[src/rtl/steer_pkg.sv]
package steer_pkg;

  // width of an ID field able to hold 0..n-1, never below one bit
  function automatic int field_w(input int n);
    return (n > 1) ? $clog2(n) : 1;
  endfunction

  // linear position of a copy inside the bank
  function automatic int flat_idx(input int grp, input int cpy, input int per_grp);
    return grp * per_grp + cpy;
  endfunction

endpackage

[src/rtl/steer_sel_reg.sv]
module steer_sel_reg #(
  parameter int DATA_W = 32,
  parameter int GW     = 2,
  parameter int IW     = 2
) (
  input  logic              clk,
  input  logic              rst_n,
  input  logic              wr_en,
  input  logic [GW-1:0]     wr_gid,
  input  logic [IW-1:0]     wr_cid,
  input  logic              wr_bcast,
  output logic [GW-1:0]     gid,
  output logic [IW-1:0]     cid,
  output logic              bcast,
  output logic [DATA_W-1:0] rd_word
);
  localparam int PAD_W = DATA_W - 1 - GW - IW;

  always_ff @(posedge clk or negedge rst_n) begin
    if (!rst_n) begin
      gid   <= '0;
      cid   <= '0;
      bcast <= 1'b1;
    end else if (wr_en) begin
      gid   <= wr_gid;
      cid   <= wr_cid;
      bcast <= wr_bcast;
    end
  end

  assign rd_word = {bcast, {PAD_W{1'b0}}, gid, cid};

endmodule

[src/rtl/steer_target.sv]
module steer_target #(
  parameter int GROUPS          = 3,
  parameter int COPIES_PER_GROUP = 3,
  parameter int GW              = 2,
  parameter int IW              = 2,
  localparam int N              = GROUPS * COPIES_PER_GROUP
) (
  input  logic [GW-1:0] gid,
  input  logic [IW-1:0] cid,
  input  logic          bcast,
  input  logic [N-1:0]  copy_en,
  output logic [N-1:0]  uni_hit,
  output logic [N-1:0]  wr_mask,
  output logic          live
);
  for (genvar g = 0; g < GROUPS; g++) begin : g_grp
    for (genvar c = 0; c < COPIES_PER_GROUP; c++) begin : g_cpy
      localparam int K = steer_pkg::flat_idx(g, c, COPIES_PER_GROUP);
      assign uni_hit[K] = (gid == GW'(g)) && (cid == IW'(c));
    end
  end

  assign live    = |(uni_hit & copy_en);
  assign wr_mask = bcast ? copy_en : (uni_hit & copy_en);

endmodule

[src/rtl/steer_cell.sv]
module steer_cell #(
  parameter int DATA_W = 32
) (
  input  logic              clk,
  input  logic              rst_n,
  input  logic              en,
  input  logic              we,
  input  logic [DATA_W-1:0] wdata,
  output logic [DATA_W-1:0] q
);
  always_ff @(posedge clk or negedge rst_n) begin
    if (!rst_n) q <= '0;
    else if (we) q <= wdata;
  end

  // a gated copy never changes, whatever the steering decided
  a_r4_gated_hold: assert property (@(posedge clk) disable iff (!rst_n)
    !en |=> $stable(q));

endmodule

[src/rtl/steer_bank.sv]
module steer_bank #(
  parameter int DATA_W           = 32,
  parameter int ADDR_W           = 8,
  parameter int GROUPS           = 3,
  parameter int COPIES_PER_GROUP = 3,
  parameter logic [ADDR_W-1:0] SEL_ADDR  = 8'h00,
  parameter logic [ADDR_W-1:0] DATA_ADDR = 8'h04,
  localparam int N  = GROUPS * COPIES_PER_GROUP,
  localparam int GW = steer_pkg::field_w(GROUPS),
  localparam int IW = steer_pkg::field_w(COPIES_PER_GROUP)
) (
  input  logic              clk,
  input  logic              rst_n,
  input  logic              bus_valid,
  input  logic              bus_we,
  input  logic [ADDR_W-1:0] bus_addr,
  input  logic [DATA_W-1:0] bus_wdata,
  output logic [DATA_W-1:0] bus_rdata,
  output logic              bus_ready,
  input  logic [N-1:0]      copy_en
);
  // named access events
  logic sel_wr, sel_rd, dat_wr, dat_rd;
  assign sel_wr = bus_valid &&  bus_we && (bus_addr == SEL_ADDR);
  assign sel_rd = bus_valid && !bus_we && (bus_addr == SEL_ADDR);
  assign dat_wr = bus_valid &&  bus_we && (bus_addr == DATA_ADDR);
  assign dat_rd = bus_valid && !bus_we && (bus_addr == DATA_ADDR);

  logic [GW-1:0]     gid;
  logic [IW-1:0]     cid;
  logic              bcast;
  logic [DATA_W-1:0] sel_word;

  steer_sel_reg #(.DATA_W(DATA_W), .GW(GW), .IW(IW)) u_sel (
    .clk(clk), .rst_n(rst_n), .wr_en(sel_wr),
    .wr_gid(bus_wdata[IW+GW-1:IW]), .wr_cid(bus_wdata[IW-1:0]),
    .wr_bcast(bus_wdata[DATA_W-1]),
    .gid(gid), .cid(cid), .bcast(bcast), .rd_word(sel_word)
  );

  logic [N-1:0] uni_hit, wr_mask;
  logic         live;

  steer_target #(.GROUPS(GROUPS), .COPIES_PER_GROUP(COPIES_PER_GROUP),
                 .GW(GW), .IW(IW)) u_tgt (
    .gid(gid), .cid(cid), .bcast(bcast), .copy_en(copy_en),
    .uni_hit(uni_hit), .wr_mask(wr_mask), .live(live)
  );

  logic [DATA_W-1:0] cell_q [N];

  for (genvar k = 0; k < N; k++) begin : g_cell
    steer_cell #(.DATA_W(DATA_W)) u_cell (
      .clk(clk), .rst_n(rst_n), .en(copy_en[k]),
      .we(dat_wr && wr_mask[k]), .wdata(bus_wdata), .q(cell_q[k])
    );
  end

  // steered read: OR of the single live hit, zero when terminated
  logic [DATA_W-1:0] steer_val;
  always_comb begin
    steer_val = '0;
    for (int k = 0; k < N; k++)
      if (uni_hit[k] && copy_en[k]) steer_val |= cell_q[k];
  end

  always_ff @(posedge clk or negedge rst_n) begin
    if (!rst_n) begin
      bus_ready <= 1'b0;
      bus_rdata <= '0;
    end else begin
      bus_ready <= bus_valid;
      if (sel_rd)      bus_rdata <= sel_word;
      else if (dat_rd) bus_rdata <= steer_val;
      else             bus_rdata <= '0;
    end
  end

  a_r9_ready_follows: assert property (@(posedge clk) disable iff (!rst_n)
    bus_valid |=> bus_ready);
  a_r9_ready_idle: assert property (@(posedge clk) disable iff (!rst_n)
    !bus_valid |=> !bus_ready);
  a_r5_unicast_single: assert property (@(posedge clk) disable iff (!rst_n)
    (dat_wr && !bcast) |-> $onehot0(wr_mask));
  a_r8_term_read_zero: assert property (@(posedge clk) disable iff (!rst_n)
    (dat_rd && !live) |=> (bus_rdata == '0));
  a_r3_bcast_covers_enabled: assert property (@(posedge clk) disable iff (!rst_n)
    (dat_wr && bcast) |-> ((wr_mask & copy_en) == copy_en));

endmodule

[config.mk]
export PLATFORM = sky130hd
export DESIGN_NAME = steer_bank
export DESIGN_NICKNAME = d
export VERILOG_FILES = /design/src/rtl/steer_pkg.sv /design/src/rtl/steer_sel_reg.sv /design/src/rtl/steer_target.sv /design/src/rtl/steer_cell.sv /design/src/rtl/steer_bank.sv
export SDC_FILE = /design/constraint.sdc
export NUM_CORES = 1
export LEC_CHECK = 0
export CORE_ASPECT_RATIO = 2
export CORE_MARGIN = 1.5
export CORE_UTILIZATION = 50
export CTS_BUF_LIST = sky130_fd_sc_hd__clkbuf_4 sky130_fd_sc_hd__clkbuf_8
export DETAILED_ROUTE_END_ITERATION = 8
export GPL_TIMING_DRIVEN = 0
export HOLD_SLACK_MARGIN = 0.08
export PLACE_DENSITY = 0.69
export SLEW_MARGIN = 20
export SYNTH_ARGS = -nofsm -noshare
export SYNTH_HDL_FRONTEND = slang
export SYNTH_SLANG_ARGS = --single-unit
[constraint.sdc]
create_clock -name clk -period 2.3 [get_ports clk]
set_input_delay 0.345 -clock clk [delete_from_list [all_inputs] [get_ports clk]]
set_output_delay 0.345 -clock clk [all_outputs]
set_load 0.01 [all_outputs]
==> reports/results.ini <==
[finish]
finalNetCount = 1120
mostFrequentLayoutCell = sky130_fd_sc_hd__dfrtp_1
final_cell_mix = sky130_fd_sc_hd__dfrtp_1 (325), sky130_fd_sc_hd__mux2_2 (273), sky130_fd_sc_hd__clkdlybuf4s50_1 (84)
final_layout_size_suffix_gt1_share_pct = 40.3
design_area_sq_um = 16100
final_core_utilization_pct = 59.9
flow.area_growth_from_synthesis_pct = 17.8

[place]
port_buffers = 85
half_perimeter_wire_length_after_placement_um = 22600
place.gp.congestion = 0.868
area_post_placement_sq_um = 15000

[sta]
grt_setup_unrepaired = true
timing.max_slew.rel_slack_pct = 42.7
timing.fmax_ghz = 0.439
finalWorstPathRequiredPeriod_ps = 2280
clock-skew-final_ps = 19.2
fin_crit_sh_pct = 99.1
timing.final.setup_violations = 0
worst-slew-pin-transition_ps = 857
final-hold-violation-count = 0
slew_viol_final = 0

[cts]
numClockSinks = 326
tritoncts.num_buffers = 46
clock-root-buffer = sky130_fd_sc_hd__clkbuf_8
path_clk_slew_ps = 70
cts_max_path_buffers = 3
cts_tree = yes
cts_htree_levels = 2
clock_insertion_delay_worst_skew_ps = 590

[power_and_ir_drop]
total_leakage_power_nw = 7.70
power.switching_fraction_pct = 22.4
internal_power_mw = 8.39
power.sequential.fraction_pct = 53.2
pwr_density_cell_nw_per_um2 = 671
pwr-share-comb_pct = 3.6
p_clk_share_pct = 43.2
maximum_vdd_drop_uv = 399
netSwitchingPower_mw = 2.42

[floorplanning]
die_width_um = 120
die_area_sq_um = 28400
placement_rows = 85
fp.coreArea_sq_um = 26900
initial_utilization_pct = 50.8
num_io_pins = 86
die_h_um = 237

[synthesis]
netlist_instances = 927
synth_area_sq_um = 13700
synth_ff_type = sky130_fd_sc_hd__dfrtp_1
yosys_register_bits = 326
synth_warnings = 0
postSynthAreaPerCell_sq_um = 14.8
synth-edff-count = 0
synthesis.nets = 980
proportion_of_synthesized_chip_area_in_sequential_cells_pct = 59.7
yosys.cell_types.count = 33
synthArstFlopShare_pct = 100

[worst_setup_path]
critical_path_depth = 7
regToRegEndpoint = bus_rdata[31]
worst_reg2reg_setup_slack_ps = 20
crit_type = flop to flop
critical-path-top-delay-family = simple AND/OR/NAND/NOR gates
worstSetupStartpoint = u_sel.gid[1]
worstSetupStartpointType = flop
path_cells = buf_2 -> or3b_1 -> nor2_2 -> buf_4 -> a22oi_1 -> a31oi_1 -> a211o_1
worst_path_max_fanout = 10
crit_path_end = bus_rdata[31]
critical-path-slowest-cell = sky130_fd_sc_hd__or3b_1
worst_setup_path_end_kind = flop
critical_path.reg2reg.startpoint = u_sel.gid[1]
worst-r2r-cell-count = 7
cp.required_ps = 2810
timing.critical_path.slowest_cell_delay_ps = 420
cp_arrival_ps = 2790
worst-path-buf-inv = 2

[global_route]
number_of_global_route_vias_before_repair = 9068
grt-ovfl-total = 0
grt_max_degree = 97
grt_pass1_wl_um = 52700
antenna_violations_before_repair = 1
grt_use_total_pct = 24.6

[drt]
dr.pass1.iters = 7
drtAntennaViolNets = 0
postRouteWirelength_um = 33900
drt_drc_violations_left = 0
route.detailed.wl_per_inst_um = 23.4
avgViaCountPerCell = 5.93
detailedRoute.firstIterationViolations = 453
detailroute.via_count = 8575

[hold_path]
worst_hold_path_type = input port to flop

[run_status]
status = completed

[job]
maxCapViolations = 0

[repair_timing]
action | 4_1_cts | 5_1_grt
gates resized for setup | 6 | 24
hold buffers | 1 | 0
endpoints found under the hold margin | 61 | 0
setup buffers | 0 | 5
pin swaps | 0 | 4
endpoints found under the setup margin | 29 | 155
[state kept, by name, indices dropped and copies added, names as in the netlist]
register	flops
bus_rdata	32
bus_ready	1
g_cell.u_cell.q	288
u_sel.bcast	1
u_sel.cid	2
u_sel.gid	2
[power groups by stage]
stage | registers [mW] | logic, mW | clock network (mW)
finish | 5.76 | 0.389 | 4.67
global route | 5.75 | 0.429 | 5.03
CTS | 5.75 | 0.392 | 4.79
detailed placement | 5.86 | 0.388 | 0
global placement | 5.87 | 0.363 | 0
floorplan | 5.86 | 0.0619 | 0
[final cells by class]
class	count	area [sq um]
fillers	2160	10800
clock inverters	8	67.6
diodes	1	2.50
multi-input cells	533	5110
well taps	348	435
flip-flops and latches	326	8160
plain buffers	66	479
repair buffers	94	986
clock buffers	71	871
[stage by stage]
step / total power [mW] / std cells / TNS, ps / hold slack (ps) / setup WS (ps)
floorplan: 5.92 / 927 / 0 / 49.4 / 376
global placement: 6.23 / 1360 / -4221310 / 468 / -12700
detailed placement: 6.25 / 1363 / -120560 / 322 / -495
CTS: 10.9 / 1443 / -58.2 / 208 / -32.3
global route: 11.2 / 1447 / -1790 / 231 / -71.8
finish: 10.8 / 1447 / 0 / 251 / 21.3
[Yosys cell counts (20+ instances only)]
library cell / number / area (sq um)
sky130_fd_sc_hd__dfrtp_1: 325 / 8130
sky130_fd_sc_hd__mux2_2: 273 / 3070
sky130_fd_sc_hd__a22o_1: 48 / 420
sky130_fd_sc_hd__a22oi_1: 44 / 330
sky130_fd_sc_hd__a31oi_1: 30 / 188
sky130_fd_sc_hd__buf_2: 28 / 140
sky130_fd_sc_hd__a221oi_1: 26 / 228
sky130_fd_sc_hd__a21oi_1: 23 / 115
sky130_fd_sc_hd__buf_4: 22 / 165
sky130_fd_sc_hd__mux2_1: 20 / 225
[metal layers]
layer	global-route usage, %	vias up	routed length, um
met5	0	-	0
met4	11.9	0	1520
met3	3.44	88	1340
met2	44.0	215	18000
met1	28.6	4487	13000
li1	-	3785	-
[worst register-to-register path: stages (launching register included)]
cell	delay, ps
sky130_fd_sc_hd__dfrtp_1	400
sky130_fd_sc_hd__buf_2	190
sky130_fd_sc_hd__or3b_1	420
sky130_fd_sc_hd__nor2_2	320
sky130_fd_sc_hd__buf_4	300
sky130_fd_sc_hd__a22oi_1	110
sky130_fd_sc_hd__a31oi_1	310
sky130_fd_sc_hd__a211o_1	160
[logic make-up after synthesis]
family          after synthesis  synth area share [%]
mux                         293                  24.1
simple gates                 44                  2.17
buf+inv                      68                  3.24
compound gates              196                  10.8
flops                       326                  59.7
[worst min-delay path by stage]
stage                           from  depth (start not counted)               endpoint
3_5_place_dp                   rst_n                          1           bus_rdata[2]
5_1_grt                    bus_valid                          1              bus_ready
4_1_cts                    bus_valid                          1              bus_ready
2_1_floorplan                  rst_n                          0           bus_rdata[0]
3_3_place_gp   g_cell[4].u_cell.q[1]                          1  g_cell[4].u_cell.q[1]
6_report                   bus_valid                          1              bus_ready
(Power assumes the default switching activity.)
